==> src/rtl/cmod_pkg.sv <==
package cmod_pkg;
  localparam int unsigned WIN_BITS   = 3;
  localparam int unsigned N_THR      = 2;
  localparam int unsigned TRIP_DUTY  = 4;
  localparam int unsigned SRC_W      = 3;

  typedef enum logic [SRC_W-1:0] {
    SRC_NONE = 3'd0,
    SRC_TRIP = 3'd1,
    SRC_SW0  = 3'd2,
    SRC_SW1  = 3'd3,
    SRC_HALT = 3'd4
  } src_e;
endpackage

==> src/rtl/cmod_halt_latch.sv <==
module cmod_halt_latch (
  input  logic clk,
  input  logic rst_n,
  input  logic crit_i,
  output logic halt_o
);
  logic halt_q;

  always_ff @(posedge clk) begin
    if (!rst_n)      halt_q <= 1'b0;
    else if (crit_i) halt_q <= 1'b1;
  end

  assign halt_o = halt_q;
endmodule

==> src/rtl/cmod_req_select.sv <==
module cmod_req_select #(
  parameter int unsigned WB    = cmod_pkg::WIN_BITS,
  parameter int unsigned NT    = cmod_pkg::N_THR,
  parameter int unsigned TDUTY = cmod_pkg::TRIP_DUTY
) (
  input  logic                      trip_i,
  input  logic [NT-1:0]             en_i,
  input  logic [NT*WB-1:0]          duty_i,
  output logic [WB:0]               duty_o,
  output logic [cmod_pkg::SRC_W-1:0] src_o
);
  import cmod_pkg::*;

  localparam logic [WB:0] FULL_DUTY = {1'b1, {WB{1'b0}}};
  localparam logic [WB:0] TRIP_VAL  = (WB+1)'(TDUTY);

  logic [NT-1:0] req_ok;
  logic [WB:0]   req_duty [NT];

  // Per-thread slice and validity: a zero field is no request.
  for (genvar t = 0; t < NT; t++) begin : g_thr
    logic [WB-1:0] fld;
    assign fld         = duty_i[t*WB +: WB];
    assign req_ok[t]   = en_i[t] && (fld != '0);
    assign req_duty[t] = {1'b0, fld};
  end

  // Minimum search; strict compare keeps earlier sources on ties.
  always_comb begin
    duty_o = FULL_DUTY;
    src_o  = SRC_NONE;
    if (trip_i) begin
      duty_o = TRIP_VAL;
      src_o  = SRC_TRIP;
    end
    for (int t = 0; t < int'(NT); t++) begin
      if (req_ok[t] && (req_duty[t] < duty_o)) begin
        duty_o = req_duty[t];
        src_o  = SRC_W'(int'(SRC_SW0) + t);
      end
    end
  end
endmodule

==> src/rtl/cmod_window.sv <==
module cmod_window #(
  parameter int unsigned WB = cmod_pkg::WIN_BITS
) (
  input  logic                       clk,
  input  logic                       rst_n,
  input  logic [WB:0]                next_duty_i,
  input  logic [cmod_pkg::SRC_W-1:0] next_src_i,
  output logic                       run_o,
  output logic [cmod_pkg::SRC_W-1:0] src_o
);
  import cmod_pkg::*;

  localparam logic [WB:0] FULL_DUTY = {1'b1, {WB{1'b0}}};

  logic [WB-1:0]       phase_q;
  logic [WB:0]         duty_q;
  logic [SRC_W-1:0]    src_q;
  logic                last_cyc;

  assign last_cyc = &phase_q;

  always_ff @(posedge clk) begin
    if (!rst_n) begin
      phase_q <= '0;
      duty_q  <= FULL_DUTY;
      src_q   <= SRC_NONE;
    end else begin
      phase_q <= phase_q + 1'b1;
      if (last_cyc) begin
        duty_q <= next_duty_i;
        src_q  <= next_src_i;
      end
    end
  end

  assign run_o = ({1'b0, phase_q} < duty_q);
  assign src_o = src_q;
endmodule

==> src/rtl/core_duty_governor.sv <==
module core_duty_governor (
  input  logic       clk,
  input  logic       rst_n,
  input  logic       crit_hot_i,
  input  logic       trip_hot_i,
  input  logic [1:0] sw_en_i,
  input  logic [5:0] sw_duty_i,
  output logic       halt_o,
  output logic       clk_en_o,
  output logic [2:0] limiter_o
);
  import cmod_pkg::*;

  logic             halted;
  logic [WIN_BITS:0] sel_duty;
  logic [SRC_W-1:0] sel_src;
  logic             win_run;
  logic [SRC_W-1:0] win_src;

  cmod_halt_latch u_halt (
    .clk    (clk),
    .rst_n  (rst_n),
    .crit_i (crit_hot_i),
    .halt_o (halted)
  );

  cmod_req_select #(
    .WB    (WIN_BITS),
    .NT    (N_THR),
    .TDUTY (TRIP_DUTY)
  ) u_sel (
    .trip_i (trip_hot_i),
    .en_i   (sw_en_i),
    .duty_i (sw_duty_i),
    .duty_o (sel_duty),
    .src_o  (sel_src)
  );

  cmod_window #(
    .WB (WIN_BITS)
  ) u_win (
    .clk         (clk),
    .rst_n       (rst_n),
    .next_duty_i (sel_duty),
    .next_src_i  (sel_src),
    .run_o       (win_run),
    .src_o       (win_src)
  );

  assign halt_o    = halted;
  assign clk_en_o  = win_run && !halted;
  assign limiter_o = halted ? SRC_HALT : win_src;
endmodule

==> config.mk <==
export PLATFORM = sky130hd
export DESIGN_NAME = core_duty_governor
export DESIGN_NICKNAME = d
export VERILOG_FILES = /design/src/rtl/cmod_pkg.sv /design/src/rtl/cmod_halt_latch.sv /design/src/rtl/cmod_req_select.sv /design/src/rtl/cmod_window.sv /design/src/rtl/core_duty_governor.sv
export SDC_FILE = /design/constraint.sdc
export NUM_CORES = 1
export LEC_CHECK = 0
export BUFFER_PORTS_ARGS = -buffer_cell sky130_fd_sc_hd__buf_2
export CAP_MARGIN = 20
export CORE_MARGIN = 2
export CORE_UTILIZATION = 42
export CTS_CLUSTER_SIZE = 16
export DETAILED_ROUTE_END_ITERATION = 8
export PLACE_DENSITY_LB_ADDON = 0.1
export SLEW_MARGIN = 15
export SYNTH_ARGS = -nofsm -noshare
export SYNTH_HDL_FRONTEND = slang
export SYNTH_SLANG_ARGS = --single-unit
==> constraint.sdc <==
create_clock -name clk -period 1.7 [get_ports clk]
set_input_delay 0.255 -clock clk [delete_from_list [all_inputs] [get_ports clk]]
set_output_delay 0.255 -clock clk [all_outputs]
set_load 0.02 [all_outputs]
# Word level (Yosys, flattened, before mapping)

Index checks and enable logic that the tools add are counted.

$lt $le $gt $ge: 3
Reductions and logical operators: 9
Mux-type cells: 7
Add/sub/neg operators: 1

Operators with widths:

| kind                  | count |
|---|---|
| $lt A3 B4 Y1          | 3 |
| $mux W4               | 3 |
| $reduce_bool A3 Y1    | 2 |
| $logic_and A1 B1 Y1   | 5 |
| $mux W2               | 2 |
| $add A3 B1 Y3 const B | 1 |
| $mux W3               | 1 |
| $reduce_and A3 Y1     | 1 |
| $logic_not A1 Y1      | 1 |
| $mux W1               | 1 |

Input bits: 12
Word-level logic and storage cells: 24
Output and inout bits: 5
Flip-flop bits (word level): 11

# Longest topological paths before layout

Word-level depth: 7
Depth in mapped cells: 7
Depth with buffers taken out: 7

# Hierarchy

Synthesis repeated with hierarchy kept, for this count alone.

Cells, all modules: 75
Area, all modules: 710.7 sq um

Modules (own cells, without submodules):

| module             | sequential area each (sq um) | area each (sq um) | cells an instance | times used |
|---|---|---|---|---|
| cmod_window        | 200.2                        | 421.7             | 38                | 1 |
| cmod_req_select    | 0.0                          | 229.0             | 31                | 1 |
| core_duty_governor | 0.0                          | 32.5              | 4                 | 1 |
| cmod_halt_latch    | 20.0                         | 27.5              | 2                 | 1 |

# Least setup slack after synthesis

No wires, ideal clock.

Path kind: input port to flip-flop
From: input sw_en_i[0]
To: register u_win.duty_q[1]
Buffers on the path: 0
Arrival: 1.737 ns
Data required time: 1.580 ns
Path slack: -0.157 ns
Stages: 7
Setup time: 0.120 ns
Path through: a21boi_1 -> nand2_1 -> ha_1 -> nor4b_1 -> a22oi_2 -> a21bo_1 -> a211o_1

Cells in the longest elaborated chain, start to end: 6

RTL lines:

| what                  | line                    | text |
|---|---|---|
| start, declared       | core_duty_governor.sv:6 | `input logic [1:0] sw_en_i,` |
| $logic_and A1 B1 Y1 * | cmod_req_select.sv:24   | `assign req_ok[t] = en_i[t] && (fld != '0);` |
| $logic_and A1 B1 Y1 * | cmod_req_select.sv:37   | `if (req_ok[t] && (req_duty[t] < duty_o)) begin` |
| $mux W4 *             | cmod_req_select.sv:37   |  |
| $lt A3 B4 Y1          | cmod_req_select.sv:37   |  |
| $logic_and A1 B1 Y1   | cmod_req_select.sv:37   |  |
| $mux W4 *             | cmod_req_select.sv:37   |  |
| end signal, assigned  | cmod_window.sv:30       | `duty_q <= next_duty_i;` |
| end, declared         | cmod_window.sv:16       | `logic [WB:0] duty_q;` |

Mark *: on every way between the ends. The rest lies on a longest branch, timed or not.
A chain may end at the register's enable or synchronous reset.

# Worst setup path in the final report

From: register u_win.duty_q[1]
To: output clk_en_o

Cells in the longest elaborated chain, start to end: 2

RTL lines:

| what                | line                     | text |
|---|---|---|
| $lt A3 B4 Y1        | cmod_window.sv:36        | `assign run_o = ({1'b0, phase_q} < duty_q);` |
| $logic_and A1 B1 Y1 | core_duty_governor.sv:51 | `assign clk_en_o = win_run && !halted;` |
| end, declared       | core_duty_governor.sv:9  | `output logic clk_en_o,` |

Every way passes these cells.

==> flow_metrics.py <==
metrics = {
    "yosys": {
        "synth_nets": 92,
        "synthTopCellsByCount": "dfxtp_1 (10), a21oi_1 (7), o21ai_0 (7), ha_1 (6)",
        "synth_most_common_cell": "dfxtp_1",
        "yosys_warnings": 0,
        "synth_cell_types": 31,
        "synthFlopType": "dfxtp_1",
        "synthTopCellsByArea": "dfxtp_1 (31%), ha_1 (12%), a21oi_1 (5.5%), o21ai_0 (5.5%), a21o_1 (3.5%)",
        "synth_edf_count": 0,
        "synth.cell_area_um2": 638,
        "avgSynthCellArea_um2": 8.62,
        "ys_ff_latch": 10,
        "synth_top_cell_area_share": 0.314,
        "synth_area_leader_cell": "dfxtp_1",
        "seq_area_frac_synth": 0.314,
        "synth_cells": 74,
        "async_reset_ff_frac": 0,
    },
    "timing": {
        "max_slew_margin": 0.704,
        "period_needed_ns": 1.62,
        "fmax_mhz": 617,
        "setup_viol": 0,
        "tns_ns": 0,
        "layout_setup_ws_ns": 0.0783,
        "skew_ns": 0.00102,
        "rsz0062_at_grt": "no",
        "hold_violations": 0,
        "maxSlewViolCount": 0,
        "post-route-period-util": 0.954,
        "tightest_slew_ns": 0.444,
        "fin_hold_ws_ns": 0.191,
    },
    "critical_path": {
        "worstPathMaxFanout": 2,
        "cp-end-kind": "output port",
        "critPathMaxStageDelay_ns": 0.31,
        "worstSetupPathType": "flop to output port",
        "r2r.worst_path.cells": 4,
        "reg2reg_to": "u_win.duty_q[0]",
        "worst_ep_arrival_time_ns": 1.37,
        "r2r_slack_ns": 0.21,
        "r2r_start": "u_win.phase_q[0]",
        "required_ns": 1.44,
        "cp-start-kind": "flop",
        "cp_num_buf_inv": 2,
        "crit_family": "compound AO/OA/AOI/OAI gates",
        "slowest_stage": "dfxtp_2",
        "crit_chain": "inv_2 -> ha_4 -> a21o_1 -> a21oi_2 -> o21ba_2 -> buf_6",
    },
    "power_and_ir_drop": {
        "seqPwrFrac": 0.463,
        "p_sw_mw": 0.144,
        "p_leak_nw": 0.406,
        "peakVddDrop_v": 0.000217,
        "p_sw_frac": 0.265,
        "internal_power_mw": 0.399,
        "pwr-share-clk": 0.281,
        "pwr-share-comb": 0.257,
        "p_per_area_nw_per_um2": 625,
    },
    "hold_path": {
        "hold_depth": 2,
        "min_path_type": "input pin to flop",
        "hold_end": "u_halt.halt_o",
        "hp-start": "crit_hot_i",
    },
    "global_route": {
        "grt_pass1_vias": 548,
        "grt_pass1_wl_mm": 2.15,
        "grtUsageTotal": 0.154,
        "grt-ovfl-total": 0,
        "antenna_found_initial": 0,
        "grt_start_max_net_pins": 16,
    },
    "final_layout": {
        "postLayoutCoreUtil": 0.590,
        "n_antenna_cell": 0,
        "area_growth_pct": 36.1,
        "fillers": 148,
        "final_cells": 118,
        "seqCellArea_um2": 203,
        "multiInputGateArea_um2": 435,
        "drive_gt1_frac": 0.412,
        "nets": 122,
    },
    "detailed_routing": {
        "drtPass1Iterations": 5,
        "drc": 0,
        "vias_per_cell": 5.24,
        "vias": 618,
        "detail-route-antenna-nets": 0,
        "drt_iter0_drc": 6,
        "wl_mm": 1.29,
        "detail_route.wl_per_cell_um": 10.9,
    },
    "floorplan": {
        "die_w_um": 43.0,
        "die_height_um": 43.0,
        "start_util": 0.434,
        "io_pins": 17,
        "num_rows": 14,
        "fp.coreArea_um2": 1470,
        "fp.dieArea_um2": 1850,
    },
    "cts": {
        "cts_buffer_depth": 2,
        "htree_num_levels": 1,
        "root_buffer": "clkbuf_4",
        "cts_hold_buf": 0,
        "cts.sinks": 10,
        "path_clk_slew_ns": 0.06,
        "cts_tree": "yes",
        "worstSkewPairLatency_ns": 0.26,
        "numCtsBuffers": 3,
    },
    "placement": {
        "gp_congestion": 0.775,
        "pre_cts_ws_ns": -0.152,
        "place_inst": 114,
        "port_buffers": 16,
        "dp_hpwl_mm": 1.06,
    },
    "status": {
        "status": "finished, final reports clean",
    },
    "flow_run": {
        "drv_cap": 0,
    },
}
==> how the worst max path moves through the flow <==
stage	from	end	slack (ns)	cells past startpoint
floorplan	sw_en_i[0]	u_win.duty_q[1]	0.005	7
global placement	sw_en_i[0]	u_win.duty_q[1]	-0.14	8
detailed placement	sw_duty_i[1]	u_win.duty_q[1]	-0.15	8
CTS	u_win.phase_q[1]	clk_en_o	0.03	5
global route	u_win.duty_q[1]	clk_en_o	0.005	6
finish	u_win.duty_q[1]	clk_en_o	0.08	6
==> routing by layer <==
layer	global-route usage	part of all wire	up-vias
met4	0.0727	0.010	0
li1	-	-	332
met5	0	0	-
met3	0.0511	0.037	3
met2	0.242	0.47	15
met1	0.187	0.48	268
==> worst register-to-register path, delay by kind of cell, from the launching register on <==
family	cells	cell delay, ns
flops	1	0.35
compound gates	1	0.22
fa+ha+maj	2	0.58
simple gates	1	0.23
==> logic make-up (layout without fill, tap and decap cells) <==
logic type	after synthesis	count (layout)	share of synthesized area
buffers and inverters	6	34	0.0451
flip-flops	10	10	0.314
AO/OA/AOI/OAI	30	30	0.322
adder cells (fa/ha/maj)	6	6	0.118
AND/OR/NAND/NOR	22	22	0.202
==> state kept, by name, summed over array words and instances, names as in the netlist <==
signal and cells:
u_halt.halt_o 1, u_win.duty_q 4, u_win.phase_q 3, u_win.src_o 2
==> power by group through the flow <==
stage                     combinational, mW  clock (mW)  sequential [mW]
after floorplan                      0.0717           0            0.255
after global placement                0.130           0            0.254
after detailed placement              0.133           0            0.254
after CTS                             0.140       0.158            0.250
after global routing                  0.156       0.178            0.252
final                                 0.139       0.152            0.251
==> area by class of cell <==
type                       instances  share of cell area
clock buffer                       3              0.0259
inverter                           3              0.0130
multi-input combinational         58               0.501
sequential                        10               0.233
tap                               16              0.0231
timing repair buffer              28               0.203
==> what timing repair did <==
action                                  CTS  global route
buffers inserted                          0             1
resized for setup                         6             1
endpoints found under the setup margin    1             1
pin swaps                                 4             3
cloned                                    0             0
==> per-stage QoR <==
stage                     power [mW]  area, um^2
after CTS                      0.548         860
after floorplan                0.327         648
after global placement         0.384         813
after global routing           0.586         868
after detailed placement       0.387         813
final                          0.542         868
==> layout by cell type (no fill, tap or decap), types with 2 or more instances in the layout <==
cell type / instances
buf_4: 12
a211o_1: 2
dfxtp_2: 2
o21ai_0: 6
inv_1: 2
ha_1: 5
and2_1: 2
a31oi_1: 2
dfxtp_1: 8
nand2_1: 4
buf_2: 15
clkbuf_4: 3
nor2_1: 4
a21oi_1: 6
nand4_1: 2
a21o_1: 3
nor2b_1: 3
o21a_1: 2
No activity file was read; power rests on OpenSTA's default activity.
